**config.mk**
```make
export PLATFORM = sky130hd
export DESIGN_NAME = ts_cluster_decoder
export DESIGN_NICKNAME = d
export VERILOG_FILES = /design/src/rtl/tcd_pkg.sv /design/src/rtl/tcd_unpack.sv /design/src/rtl/tcd_gap.sv /design/src/rtl/ts_cluster_decoder.sv
export SDC_FILE = /design/constraint.sdc
export NUM_CORES = 1
export LEC_CHECK = 0
export ABC_AREA = 1
export BUFFER_PORTS_ARGS = -buffer_cell sky130_fd_sc_hd__buf_2
export CAP_MARGIN = 20
export CELL_PAD_IN_SITES_DETAIL_PLACEMENT = 0
export CELL_PAD_IN_SITES_GLOBAL_PLACEMENT = 1
export CORE_AREA = 3 3 160 162
export DETAILED_ROUTE_END_ITERATION = 8
export DIE_AREA = 0 0 163 165
export PLACE_DENSITY_LB_ADDON = 0.1
export SLEW_MARGIN = 20
export SYNTH_ARGS = -nofsm -noshare
export SYNTH_HDL_FRONTEND = slang
export SYNTH_HIERARCHICAL = 1
export SYNTH_SLANG_ARGS = --single-unit
```
**constraint.sdc**
```tcl
create_clock -name clk -period 11.2 [get_ports clk]
set_input_delay 2.24 -clock clk [delete_from_list [all_inputs] [get_ports clk]]
set_output_delay 2.24 -clock clk [all_outputs]
set_load 0.01 [all_outputs]
```
**src/rtl/tcd_pkg.sv**
```systemverilog
// Shared definitions for the capture cluster decoder.
// Assumes rate select codes 0/1/2 map to 1/2/4 samples per event, 3 aliases 2.
package tcd_pkg;

    typedef enum logic [1:0] {
        ST_STAMP = 2'd0,
        ST_FILL  = 2'd1,
        ST_EVENT = 2'd2,
        ST_DONE  = 2'd3
    } tcd_state_t;

    // log2 of samples per event for a rate select code
    function automatic logic [1:0] spe_shift(input logic [1:0] sel);
        case (sel)
            2'd0:    spe_shift = 2'd0;
            2'd1:    spe_shift = 2'd1;
            default: spe_shift = 2'd2;
        endcase
    endfunction

endpackage

```
**src/rtl/tcd_unpack.sv**
```systemverilog
// De-interleaves one event word into the sub-sample selected by sub_idx.
// Assumes SMP_W is divisible by 4; unused high channels are driven to 0.
module tcd_unpack #(
    parameter int SMP_W = 16
) (
    input  logic [SMP_W-1:0] ev_word,
    input  logic [1:0]       shift,
    input  logic [1:0]       sub_idx,
    output logic [SMP_W-1:0] smp
);
    localparam int HALF = SMP_W / 2;
    localparam int QUAR = SMP_W / 4;

    // pick channel bits for the requested sub-sample
    always_comb begin
        smp = '0;
        case (shift)
            2'd0: smp = ev_word;
            2'd1: for (int l = 0; l < HALF; l++) smp[l] = ev_word[2*l + int'(sub_idx[0])];
            default: for (int l = 0; l < QUAR; l++) smp[l] = ev_word[4*l + int'(sub_idx)];
        endcase
    end
endmodule

```
**src/rtl/tcd_gap.sv**
```systemverilog
// Computes the fill count implied by a timestamp step.
// Assumes the step is measured modulo 2^TS_W; a first cluster counts as step 1.
module tcd_gap #(
    parameter int TS_W   = 16,
    parameter int EVENTS = 7,
    parameter int CNT_W  = TS_W + 3
) (
    input  logic [TS_W-1:0]  stamp,
    input  logic [TS_W-1:0]  prev_stamp,
    input  logic             first,
    input  logic [1:0]       shift,
    output logic [CNT_W-1:0] fill_cnt,
    output logic             fill_any
);
    logic [TS_W-1:0]  step;
    logic [CNT_W-1:0] span;
    logic [CNT_W-1:0] own;

    // scale the step and the cluster length by samples per event
    always_comb begin
        step     = first ? TS_W'(1) : (stamp - prev_stamp);
        span     = CNT_W'(step) << shift;
        own      = CNT_W'(EVENTS) << shift;
        fill_any = span > own;
        fill_cnt = span - own;
    end
endmodule

```
**src/rtl/ts_cluster_decoder.sv**
```systemverilog
// Decodes timestamped capture clusters into a flat sample stream.
// Assumes config inputs are stable from reset to finish and that the source
// holds word_in/word_valid until word_ready.
module ts_cluster_decoder #(
    parameter int SMP_W     = 16,
    parameter int POS_W     = 24,
    parameter int EVENTS    = 7,
    parameter int CLUSTERS  = 64,
    parameter int CHUNK_POS = 512
) (
    input  logic             clk,
    input  logic             rst_n,
    input  logic [1:0]       rate_sel,
    input  logic [POS_W-1:0] stop_pos,
    input  logic             trig_en,
    input  logic [POS_W-1:0] trig_pos,
    input  logic [SMP_W-1:0] word_in,
    input  logic             word_valid,
    output logic             word_ready,
    output logic [SMP_W-1:0] smp_out,
    output logic             smp_trig,
    output logic             smp_valid,
    input  logic             smp_ready,
    output logic             finished
);
    import tcd_pkg::*;

    localparam int OFF_W = $clog2(CHUNK_POS);
    localparam int CH_W  = POS_W - OFF_W + 1;
    localparam int CLU_W = $clog2(CLUSTERS);
    localparam int EV_W  = $clog2(EVENTS);
    localparam int CNT_W = SMP_W + 3;
    localparam int LIM_W = SMP_W + 1;

    tcd_state_t       state;
    logic [CH_W-1:0]  chunk;
    logic [CLU_W-1:0] clu;
    logic [EV_W-1:0]  ev;
    logic [1:0]       sub;
    logic [SMP_W-1:0] prev_stamp, last_smp;
    logic             first, trig_pend;
    logic [CNT_W-1:0] fill_left;
    logic [LIM_W-1:0] limit;

    logic [POS_W:0]   pos_round;
    logic [CH_W-1:0]  n_chunks;
    logic [1:0]       shift, sub_max;
    logic             is_final, trig_here, over_limit, sub_last;
    logic [SMP_W-1:0] eff_prev, ev_smp;
    logic [LIM_W-1:0] lim_now;
    logic [CNT_W-1:0] fill_cnt;
    logic             fill_any, smp_fire;

    // derived run geometry and per-cluster decisions
    always_comb begin
        pos_round  = {1'b0, stop_pos} + (POS_W+1)'(CHUNK_POS - 1);
        n_chunks   = pos_round[POS_W:OFF_W];
        shift      = spe_shift(rate_sel);
        sub_max    = (2'd1 << shift) - 2'd1;
        sub_last   = (sub == sub_max);
        is_final   = (chunk == n_chunks - CH_W'(1));
        eff_prev   = first ? (word_in - SMP_W'(1)) : prev_stamp;
        lim_now    = (clu == '0) ? (LIM_W'(stop_pos[OFF_W-1:0]) + LIM_W'(eff_prev)) : limit;
        over_limit = is_final && ({1'b0, word_in} > lim_now);
        trig_here  = trig_en && (chunk == {1'b0, trig_pos[POS_W-1:OFF_W]})
                     && (OFF_W'(clu) == trig_pos[OFF_W-1:0] / OFF_W'(EVENTS));
    end

    tcd_gap #(.TS_W(SMP_W), .EVENTS(EVENTS), .CNT_W(CNT_W)) u_gap (
        .stamp(word_in), .prev_stamp(prev_stamp), .first(first), .shift(shift),
        .fill_cnt(fill_cnt), .fill_any(fill_any)
    );

    tcd_unpack #(.SMP_W(SMP_W)) u_unpack (
        .ev_word(word_in), .shift(shift), .sub_idx(sub), .smp(ev_smp)
    );

    // output and input handshake steering per state
    always_comb begin
        smp_valid  = 1'b0;
        smp_out    = last_smp;
        word_ready = 1'b0;
        case (state)
            ST_STAMP: word_ready = 1'b1;
            ST_FILL:  smp_valid  = 1'b1;
            ST_EVENT: begin
                smp_valid  = word_valid;
                smp_out    = ev_smp;
                word_ready = smp_ready && sub_last;
            end
            default: ;
        endcase
        smp_trig = trig_pend && (state == ST_EVENT) && word_valid;
        finished = (state == ST_DONE);
        smp_fire = smp_valid && smp_ready;
    end

    // sequencing of clusters, fill, events and chunks
    always_ff @(posedge clk) begin
        if (!rst_n) begin
            state      <= (n_chunks == '0) ? ST_DONE : ST_STAMP;
            chunk      <= '0;
            clu        <= '0;
            ev         <= '0;
            sub        <= '0;
            prev_stamp <= '0;
            last_smp   <= '0;
            first      <= 1'b1;
            trig_pend  <= 1'b0;
            fill_left  <= '0;
            limit      <= '0;
        end else begin
            case (state)
                ST_STAMP: if (word_valid) begin
                    if (over_limit) begin
                        state <= ST_DONE;
                    end else begin
                        prev_stamp <= word_in;
                        first      <= 1'b0;
                        if (clu == '0) limit <= lim_now;
                        trig_pend  <= trig_here;
                        fill_left  <= fill_cnt;
                        ev         <= '0;
                        sub        <= '0;
                        state      <= fill_any ? ST_FILL : ST_EVENT;
                    end
                end
                ST_FILL: if (smp_ready) begin
                    fill_left <= fill_left - CNT_W'(1);
                    if (fill_left == CNT_W'(1)) state <= ST_EVENT;
                end
                ST_EVENT: if (smp_fire) begin
                    last_smp  <= ev_smp;
                    trig_pend <= 1'b0;
                    if (!sub_last) begin
                        sub <= sub + 2'd1;
                    end else begin
                        sub <= '0;
                        if (ev != EV_W'(EVENTS - 1)) begin
                            ev <= ev + EV_W'(1);
                        end else if (clu != CLU_W'(CLUSTERS - 1)) begin
                            clu   <= clu + CLU_W'(1);
                            state <= ST_STAMP;
                        end else begin
                            clu   <= '0;
                            chunk <= chunk + CH_W'(1);
                            state <= (chunk + CH_W'(1) == n_chunks) ? ST_DONE : ST_STAMP;
                        end
                    end
                end
                default: ;
            endcase
        end
    end
endmodule

```
==> summary.md, run 1 <==
| Metric | Value |
|---|---|
| CTS sink cnt | 99 |
| Sequential cell area fraction in the yosys report | 0.179 |
| Post-synthesis net count | 2056 |
| Post-synth top area cell | dfxtp_1 |
| Power density over the cells | 161 nW/um^2 |
| Vias/cell | 5.19 |
| Htree depth | 3 |
| Pint | 999 uW |
| Initial drt markers | 792 |
| Area share of the largest cell type after synthesis | 0.174 |
| Post-CTS Resized | 0 |
| Most frequent cells in the layout | nand2_1, inv_1, nor2_1 |
| Synth Flop Type | dfxtp_1 |
| Pre-antenna DRT Iters | 5 |
| CP Launch Type | primary input |
| Pin count of the biggest net entering global routing | 72 |
| Vias in the first global route | 11140 |
| Reg-to-Reg End | limit[5] |
| Cells after Synth | 1924 |
| Final setup TNS | 0 ps |
| Detailed Route WL | 33800 microns |
| Slowest-stage cell, CP | nor2_4 |
| Hold Path Class | reg2reg |
| Cell area after synthesis | 11200 sq um |
| Pre-CTS setup slack | 3090 ps |
| Arr. time, crit path | 7970 ps |
| Top Family by Delay on Critical Path | simple AND/OR/NAND/NOR gates |
| Final period util | 0.686 |
| Residual DRC count | 0 |
| Crit Path Category | in2reg |
| Clk Tree Root Cell | clkbuf_16 |
| Chip width | 163 microns |
| Clock power share | 0.183 |
| TritonCTS Buffers | 9 |
| CP Capture Point | limit[5] |
| Logic gate share of total power | 0.569 |
| Outcome | completed |
| Vias post-DR | 11989 |
| Io pins | 91 |
| Max clock buf depth | 2 |
| Instance count on the critical path | 39 |
| Worst path bufs/invs | 5 |
| Maximum fanout along the worst path | 26 |
| CP Capture Type | register |
| Hold Fails Final Rpt | 0 |
| Max IR drop VDD | 0.0871 mV |
| Synthesis-stage register bit count | 99 |
| Hold Buf Count CTS | 0 |
| Top post-synthesis cells by area | dfxtp_1, nand2_1, inv_1 |
| Hold WS | 446 ps |
| Sw Share | 0.489 |
| Std cell rows | 57 |
| Yosys synthesis warning count | 6 |
| Clk slew on worst S/H paths | 80 ps |
| Area of the core | 24200 sq um |
| Final worst setup slack | 3520 ps |
| Layout cells sized above 1 | 0.104 |
| CP required | 11490 ps |
| Gpl congestion | 0.939 |
| EDFF count, synth | 2 |
| Unrepaired setup endpoints after global routing | false |
| Mean Syn Cell Area | 5.80 sq um |
| Minimum clock period | 7680 ps |
| Slew Limit Fails | 0 |
| Worst skew pair latency | 360 ps |
| GR Overflow Total | 0 |
| Final #Nets | 2114 |
| Worst path most repeated cell | nand2_1 |
| Starting Density | 0.460 |
| GRT Total Usage | 0.251 |
| Number of port buffers | 90 |
| P_sw | 957 uW |
| P_leak | 5.99 nW |
| Final non-filler cell total | 2311 |
| Async S/R FF share, synth | 0 |
| Reg2Reg Depth | 31 |
| Antenna cells | 0 |
| Commonest non-fill, non-tap cell in the layout | nand2_1 |
| Total power | 1.96 mW |
| TritonCTS clock tree | yes |
| Final Setup Violations | 0 |
| Headroom to the max-slew limit | 0.419 |
| Launch point of the worst path | word_in[0] |
| Final HPWL DP | 26900 microns |
| Die Ht | 165 microns |
| Initial antenna violation count | 0 |
| Reg power frac | 0.248 |
| Setup Skew | 12.3 ps |
| Fmax | 0.130 GHz |
| Die ar. | 26900 sq um |
| Max_cap viols | 0 |
| Worst r2r src | first |
| Worst-Margin Slew | 870 ps |
| Post-CTS Setup Bufs | 0 |
| Synth cell types | 53 |
| Routed wire per std cell | 14.6 microns |
| Placed Cells incl. Taps | 2295 |
| Antenna Nets Post-Route | 0 |
| First-pass GRT wire length | 54600 microns |
| Syn-to-layout area delta | 8.93% |
| Worst R2R Setup Slack | 4970 ps |
| Largest stage delay on the critical path | 490 ps |
==> sequential cells by signal, indices dropped and copies added, names as in the netlist <==
name and count:
clu 6, ev 3, state 2, fill_left 19, chunk 16, last_smp 16, sub 2, limit 17
trig_pend 1, prev_stamp 16, first 1
==> cell usage after synthesis (all sizes together), types with 5 or more instances <==
master and count:
nand2 552, o21a 5, or2 7, ha 59, o22ai 17, nor4 6
inv 304, a21oi 107, nand3b 14, o21ai 142, nor2 202, nand3 157
dfxtp 97, nor3 25, nand4 59, xor2 58, buf 17, o211ai 7
clkbuf 29, xnor2 23, mux2i 5
==> how the worst min path moves through the flow <==
stage | from | end | slack [ps] | depth (start not counted)
floorplan | last_smp[10] | last_smp[10] | 420 | 2
global placement | last_smp[3] | last_smp[3] | 430 | 2
detailed placement | last_smp[3] | last_smp[3] | 440 | 2
CTS | last_smp[2] | last_smp[2] | 450 | 2
global route | limit[11] | limit[11] | 480 | 1
finish | last_smp[2] | last_smp[2] | 450 | 2
==> per-layer routing <==
metal | routed length, microns | up-vias | GRT usage
li1 | - | 6321 | -
met1 | 15400 | 5378 | 0.317
met2 | 16300 | 243 | 0.448
met3 | 1260 | 47 | 0.0298
met4 | 801 | 0 | 0.0734
met5 | 0 | - | 0
==> per-stage QoR <==
stage	cell area, sq um	util
6_report	12200	0.501
5_1_grt	12200	0.501
3_3_place_gp	11800	0.487
4_1_cts	12200	0.501
2_1_floorplan	11200	-
3_5_place_dp	11800	0.487
==> area by class of cell <==
| type | count | area (sq um) |
|---|---|---|
| Timing Repair Buffer | 93 | 473 |
| Fill cell | 2691 | 12100 |
| Sequential cell | 99 | 2000 |
| Tap cell | 324 | 405 |
| Clock buffer | 9 | 225 |
| Inverter | 305 | 1140 |
| Clock inverter | 7 | 109 |
| Multi-Input combinational cell | 1474 | 7790 |
==> power groups by stage <==
stage / Clock [mW] / Combinational (mW) / Sequential [mW]
floorplan: 0 / 0.864 / 0.471
global placement: 0 / 1.10 / 0.491
detailed placement: 0 / 1.11 / 0.490
global route: 0.376 / 1.28 / 0.492
finish: 0.358 / 1.11 / 0.484
CTS: 0.364 / 1.12 / 0.483
==> tightest hold or removal path: stages, from the launching register on <==
cell and delay (ps):
dfxtp_1 300, inv_1 50, a21oi_1 50
==> cell families (layout without fill, tap and decap cells) <==
logic type      after synthesis  in the layout  synth area share
fa+ha+maj                    61             61            0.0698
simple gates               1030           1030             0.418
buf+inv                     351            414             0.122
compound gates              297            297             0.143
mux                           5              5           0.00449
flops                        99             99             0.179
xor+xnor                     81             81            0.0636
Power figures use the tool's default switching activity.
==> run 2, diff against run 1 <==
--- a/config.mk
+++ b/config.mk
@@ -10,9 +10,9 @@
 export CAP_MARGIN = 20
 export CELL_PAD_IN_SITES_DETAIL_PLACEMENT = 0
 export CELL_PAD_IN_SITES_GLOBAL_PLACEMENT = 1
-export CORE_AREA = 3 3 160 162
+export CORE_AREA = 3 3 166 168
 export DETAILED_ROUTE_END_ITERATION = 8
-export DIE_AREA = 0 0 163 165
+export DIE_AREA = 0 0 169 171
 export PLACE_DENSITY_LB_ADDON = 0.1
 export SLEW_MARGIN = 20
 export SYNTH_ARGS = -nofsm -noshare
==> constraint.sdc (replaced) <==
create_clock -name clk -period 7.4 [get_ports clk]
set_input_delay 1.48 -clock clk [delete_from_list [all_inputs] [get_ports clk]]
set_output_delay 1.48 -clock clk [all_outputs]
set_load 0.01 [all_outputs]
==> run 2 against run 1 <==
Routed wire length rose by 2.6%; cell area rose by 0.61%; total power rose by 53%; sequential power rose by 51%; via count rose by 0.57%; utilization fell by 3.2 points; global-route usage fell by 1.4 points; setup slack got worse by 2800 ps; largest cell class unchanged; sequential share of layout area fell by 0.099 points; highest routed layer unchanged; clock power rose by 52%; final cell count rose by 0.65%; clock skew rose by 1.5 ps.
==> summary.md, run 2 (same netlist as run 1, synthesis figures left out) <==
| Metric | Value |
|---|---|
| Routed wire per std cell | 14.9 microns (+1.9%) |
| CTS sink cnt | 99 (unchanged) |
| Slowest-stage cell, CP | ha_1 |
| Starting Density | 0.428 (-0.0320) |
| Final HPWL DP | 27700 microns (+3.1%) |
| Vias in the first global route | 11245 (+0.94%) |
| Worst-Margin Slew | 889 ps (+19.0 ps) |
| Gpl congestion | 0.890 (-5.2%) |
| Hold WS | 448 ps (+1.25 ps) |
| Io pins | 91 (unchanged) |
| Setup Skew | 13.8 ps (+1.48 ps) |
| Crit Path Category | in2reg |
| Max IR drop VDD | 0.150 mV (+72%) |
| Final non-filler cell total | 2326 (+0.65%) |
| Fmax | 0.149 GHz |
| CP required | 7610 ps (-3880 ps) |
| Total power | 3.00 mW (+53%) |
| Clk Tree Root Cell | clkbuf_16 |
| Die ar. | 28900 sq um (+7.5%) |
| Pin count of the biggest net entering global routing | 72 (unchanged) |
| Largest register by flop count | fill_left |
| First-pass GRT wire length | 56000 microns (+2.5%) |
| Layout Utilization | 0.469 (-0.0320) |
| Syn-to-layout area delta | 9.59% |
| Most frequent cells in the layout | nand2_1, inv_1, nor2_1 |
| Worst skew pair latency | 360 ps (about the same) |
| Final period util | 0.905 |
| Largest stage delay on the critical path | 390 ps (-100 ps) |
| P_leak | 6.01 nW (+0.29%) |
| Vias/cell | 5.18 (about the same) |
| Residual DRC count | 0 (unchanged) |
| Number of port buffers | 90 (unchanged) |
| GR Overflow Total | 0 (unchanged) |
| Initial antenna violation count | 0 (unchanged) |
| GRT Total Usage | 0.237 (-0.0137) |
| Hold Path Class | reg2reg |
| Pre-CTS setup slack | 86.3 ps (-3000 ps) |
| Max reg flops | 19 (unchanged) |
| TritonCTS clock tree | yes |
| Final Setup Violations | 0 (unchanged) |
| Max clock buf depth | 2 (unchanged) |
| TritonCTS Buffers | 9 (unchanged) |
| Final worst setup slack | 701 ps (-2820 ps) |
| Placed Cells incl. Taps | 2307 (+0.52%) |
| Clk slew on worst S/H paths | 70 ps (about the same) |
| Worst path most repeated cell | nand2_1 |
| Commonest non-fill, non-tap cell in the layout | nand2_1 |
| Detailed Route WL | 34700 microns (+2.6%) |
| Antenna Nets Post-Route | 0 (unchanged) |
| Hold Buf Count CTS | 0 (unchanged) |
| Headroom to the max-slew limit | 0.407 (-0.0127) |
| Vias post-DR | 12057 (+0.57%) |
| Area of the core | 26100 sq um (+7.5%) |
| Final setup TNS | 0 ps (unchanged) |
| Layout cells sized above 1 | 0.107 (+0.00331) |
| Power density over the cells | 245 nW/um^2 (+52%) |
| Htree depth | 3 (unchanged) |
| Post-route cell area | 12200 sq um (+0.61%) |
| Slew Limit Fails | 0 (unchanged) |
| Pre-antenna DRT Iters | 5 (unchanged) |
| Final #Nets | 2118 (+0.19%) |
| Unrepaired setup endpoints after global routing | false |
| Area after DPL | 11800 sq um (+0.18%) |
| Register area | 2000 sq um (unchanged) |
| Die Ht | 171 microns (+3.6%) |
| Arr. time, crit path | 6910 ps (-1060 ps) |
| Antenna cells | 0 (unchanged) |
| Std cell rows | 59 (+3.5%) |
| CP Launch Type | primary input |
| Biggest regs | fill_left x19, limit x17 |
| Hold Fails Final Rpt | 0 (unchanged) |
| CP Capture Type | register |
| Maximum fanout along the worst path | 24 (-7.7%) |
| Layout fillers | 2911 (+8.2%) |
| Max_cap viols | 0 (unchanged) |
| Area of the multi-input gates | 7830 sq um (+0.42%) |
| Outcome | completed |
| Chip width | 169 microns (+3.7%) |
| Minimum clock period | 6700 ps |
| Initial drt markers | 787 (-0.63%) |
[run 2: changes by cell type in the layout (fill, tap and decap cells not counted), sizes merged]
cell	previous run	this run
nor2	202	203
inv	306	307
buf	93	96
clkinv	4	3
[run 2: timing repair]
action                     CTS  global route
setup endpoints to repair    0            50
buffers inserted             0             2
gates resized for setup      0             9
[run 2: layout make-up]
class,count,area share
timing repair buffer,96,0.0405
multi-input combinational,1475,0.640
inverter,305,0.0940
sequential,99,0.164
clock inverter,7,0.00890
tap,335,0.0343
clock buffer,9,0.0184
[run 2: critical path, delay by kind of cell]
| kind | cells | cell delay (ps) |
|---|---|---|
| AND/OR/NAND/NOR | 23 | 2800 |
| AO/OA/AOI/OAI | 7 | 890 |
| adder cells (fa/ha/maj) | 3 | 880 |
| buffers and inverters | 6 | 540 |
| XOR/XNOR | 2 | 310 |
[run 2: path summary, 6_finish.rpt]
| kind | slack [ps] | endpoint | startpoint | depth (start not counted) |
|---|---|---|---|---|
| worst min register to register | 450 | last_smp[2] | last_smp[2] | 2 |
| worst min-delay path | 450 | last_smp[2] | last_smp[2] | 2 |
| worst max register to register | 1450 | fill_left[5] | first | 34 |
| worst max-delay path | 700 | fill_left[5] | word_in[0] | 41 |
[run 2: routing by layer]
layer / GRT usage / up-vias / wire length (microns)
met1: 0.303 / 5477 / 16000
met3: 0.0270 / 35 / 1110
met4: 0.0561 / 0 / 555
li1: - / 6340 / -
met2: 0.429 / 205 / 17000
met5: 0 / - / 0
[run 2: power by group]
part	internal, mW	total (mW)	switching (mW)	leakage (nW)
combinational	0.578	1.72	1.15	5.03
clock	0.304	0.544	0.240	0.164
sequential	0.645	0.732	0.0879	0.813
==> run 3, diff against run 2 <==
--- a/config.mk
+++ b/config.mk
@@ -6,13 +6,13 @@
 export NUM_CORES = 1
 export LEC_CHECK = 0
 export ABC_AREA = 1
-export BUFFER_PORTS_ARGS = -buffer_cell sky130_fd_sc_hd__buf_2
 export CAP_MARGIN = 20
 export CELL_PAD_IN_SITES_DETAIL_PLACEMENT = 0
 export CELL_PAD_IN_SITES_GLOBAL_PLACEMENT = 1
-export CORE_AREA = 3 3 166 168
+export CORE_AREA = 3 3 160 162
 export DETAILED_ROUTE_END_ITERATION = 8
-export DIE_AREA = 0 0 169 171
+export DIE_AREA = 0 0 163 165
+export DONT_BUFFER_PORTS = 1
 export PLACE_DENSITY_LB_ADDON = 0.1
 export SLEW_MARGIN = 20
 export SYNTH_ARGS = -nofsm -noshare
==> run 3 against run 2 <==
Cell area fell by 4.3%; first-iteration DRC count is 4.7% higher; sequential share of layout area is 0.73 points higher; non-clock buffer count shrank 94; routed wire length decreased by 0.98%; setup slack got worse by 110 ps; via count decreased by 3.0%; final cell count fell by 4.6%; utilization grew 1.4 points; sequential cell count did not move.
==> summary.md, run 3 (same netlist as run 1, synthesis figures left out) <==
| Metric | Value |
|---|---|
| Outcome | completed |
| Chip width | 163 microns (-3.6%) |
| Gpl congestion | 0.930 (+4.5%) |
| Number of port buffers | 0 (-100%) |
| Htree depth | 3 (unchanged) |
| CTS sink cnt | 99 (unchanged) |
| Slew Limit Fails | 0 (unchanged) |
| Worst skew pair latency | 360 ps (about the same) |
| Die ar. | 26900 sq um (-6.9%) |
| CP Capture Type | register |
| Worst Hold Endpoint | last_smp[1] |
| Vias post-DR | 11697 (-3.0%) |
| Final #Nets | 2023 (-4.5%) |
| Fmax | 0.147 GHz (-1.7%) |
| Post-CTS Resized | 0 (unchanged) |
| Min-Delay Path Depth | 2 (unchanged) |
| Final period util | 0.921 (+0.0152) |
| CP Launch Type | primary input |
| Largest register by flop count | fill_left |
| Area of the core | 24200 sq um (-6.9%) |
| Initial antenna violation count | 0 (unchanged) |
| Worst path most repeated cell | nand2_1 |
| Arr. time, crit path | 7080 ps (+170 ps) |
| TritonCTS Buffers | 9 (unchanged) |
| Final HPWL DP | 27200 microns (-2.0%) |
| Most frequent cells in the layout | nand2_1, inv_1, nor2_1 |
| Initial drt markers | 824 (+4.7%) |
| Power density over the cells | 248 nW/um^2 (+1.0%) |
| Crit Path Category | in2reg |
| CP required | 7670 ps (+60 ps) |
| Final non-filler cell total | 2220 (-4.6%) |
| Minimum clock period | 6810 ps (+113 ps) |
| Clk slew on worst S/H paths | 80 ps (about the same) |
| Worst r2r src | first |
| Biggest regs | fill_left x19, limit x17 |
| Hold Buf Count CTS | 0 (unchanged) |
| Worst hold start | last_smp[1] |
| Unrepaired setup endpoints after global routing | true |
| Slowest-stage cell, CP | ha_1 |
| Clk Tree Root Cell | clkbuf_16 |
| Pin count of the biggest net entering global routing | 72 (unchanged) |
| Die Ht | 165 microns (-3.5%) |
| Worst R2R Setup Slack | 1140 ps (-310 ps) |
| Vias in the first global route | 10957 (-2.6%) |
| Detailed Route WL | 34300 microns (-0.98%) |
| Placed Cells incl. Taps | 2204 (-4.5%) |
| Post-CTS Setup Bufs | 0 (unchanged) |
| Residual DRC count | 0 (unchanged) |
| P_leak | 5.61 nW (-6.6%) |
| Vias/cell | 5.27 (+1.6%) |
| Max clock buf depth | 2 (unchanged) |
| Reg-to-Reg End | limit[7] |
| TritonCTS clock tree | yes |
| GR Overflow Total | 0 (unchanged) |
| Routed wire per std cell | 15.5 microns (+3.7%) |
| Antenna Nets Post-Route | 0 (unchanged) |
| Hold Path Class | reg2reg |
| Max reg flops | 19 (unchanged) |
| Largest stage delay on the critical path | 390 ps (about the same) |
| Total power | 2.90 mW (-3.3%) |
| Commonest non-fill, non-tap cell in the layout | nand2_1 |
| Starting Density | 0.460 (+0.0320) |
| GRT Total Usage | 0.256 (+0.0191) |
| Antenna cells | 0 (unchanged) |
| Layout cells sized above 1 | 0.0607 (-0.0468) |
| Io pins | 91 (unchanged) |
| First-pass GRT wire length | 55600 microns (-0.73%) |
| Syn-to-layout area delta | 4.92% |
| Worst-Margin Slew | 985 ps (+96.1 ps) |
| Max_cap viols | 0 (unchanged) |
| Hold Fails Final Rpt | 0 (unchanged) |
| Std cell rows | 57 (-3.4%) |
| Headroom to the max-slew limit | 0.343 (-0.0642) |
| Final Setup Violations | 0 (unchanged) |
| Max IR drop VDD | 0.142 mV (-4.8%) |
| Reg2Reg Depth | 31 (-8.8%) |
| Maximum fanout along the worst path | 19 (-21%) |
| Pre-antenna DRT Iters | 5 (unchanged) |
| Setup Skew | 19.6 ps (+5.84 ps) |
==> run 3: power by group <==
group	leakage [nW]	switching, mW	total (mW)	internal (mW)
clock	0.169	0.230	0.559	0.329
combinational	4.63	1.08	1.61	0.534
sequential	0.813	0.0882	0.733	0.645
==> run 3: routing by layer <==
| layer | up-vias | share of wire | track usage |
|---|---|---|---|
| met3 | 42 | 0.049 | 0.0446 |
| li1 | 6142 | - | - |
| met4 | 0 | 0.017 | 0.0569 |
| met5 | - | 0 | 0 |
| met2 | 216 | 0.49 | 0.462 |
| met1 | 5297 | 0.44 | 0.319 |
==> run 3: stage by stage <==
step / cell area [sq um] / utilization / setup TNS [ps] / hold WS, ps / worst slack (ps)
2_1_floorplan: 11200 / - / 0 / 424 / 1130
3_3_place_gp: 11400 / 0.469 / 0 / 432 / 396
3_5_place_dp: 11400 / 0.469 / 0 / 440 / 241
4_1_cts: 11700 / 0.483 / 0 / 450 / 598
5_1_grt: 11700 / 0.483 / -10.3 / 471 / -10.3
6_report: 11700 / 0.483 / 0 / 448 / 588
==> run 3: layout make-up <==
type	instances	area [sq um]
fillers	2703	12500
multi-input cells	1474	7790
flip-flops and latches	99	2000
inverters	305	1140
well taps	324	405
clock buffers	12	268
clock inverters	4	77.6
repair buffers	2	15.0
==> run 3: worst max-delay path, delay by kind of cell <==
kind	cells	cell delay, ps
adder cells (fa/ha/maj)	3	880
XOR/XNOR	2	300
buffers and inverters	5	460
AO/OA/AOI/OAI	7	900
AND/OR/NAND/NOR	22	3050
==> run 3: worst max-delay path by stage <==
stage | startpoint | end | slack [ps] | cells past startpoint
after floorplan | word_in[0] | fill_left[5] | 1130 | 41
after global placement | word_in[0] | limit[7] | 400 | 38
after detailed placement | word_in[0] | limit[7] | 240 | 38
after CTS | word_in[0] | fill_left[3] | 600 | 40
after global routing | word_in[0] | limit[9] | -10 | 38
final | word_in[0] | limit[0] | 590 | 39
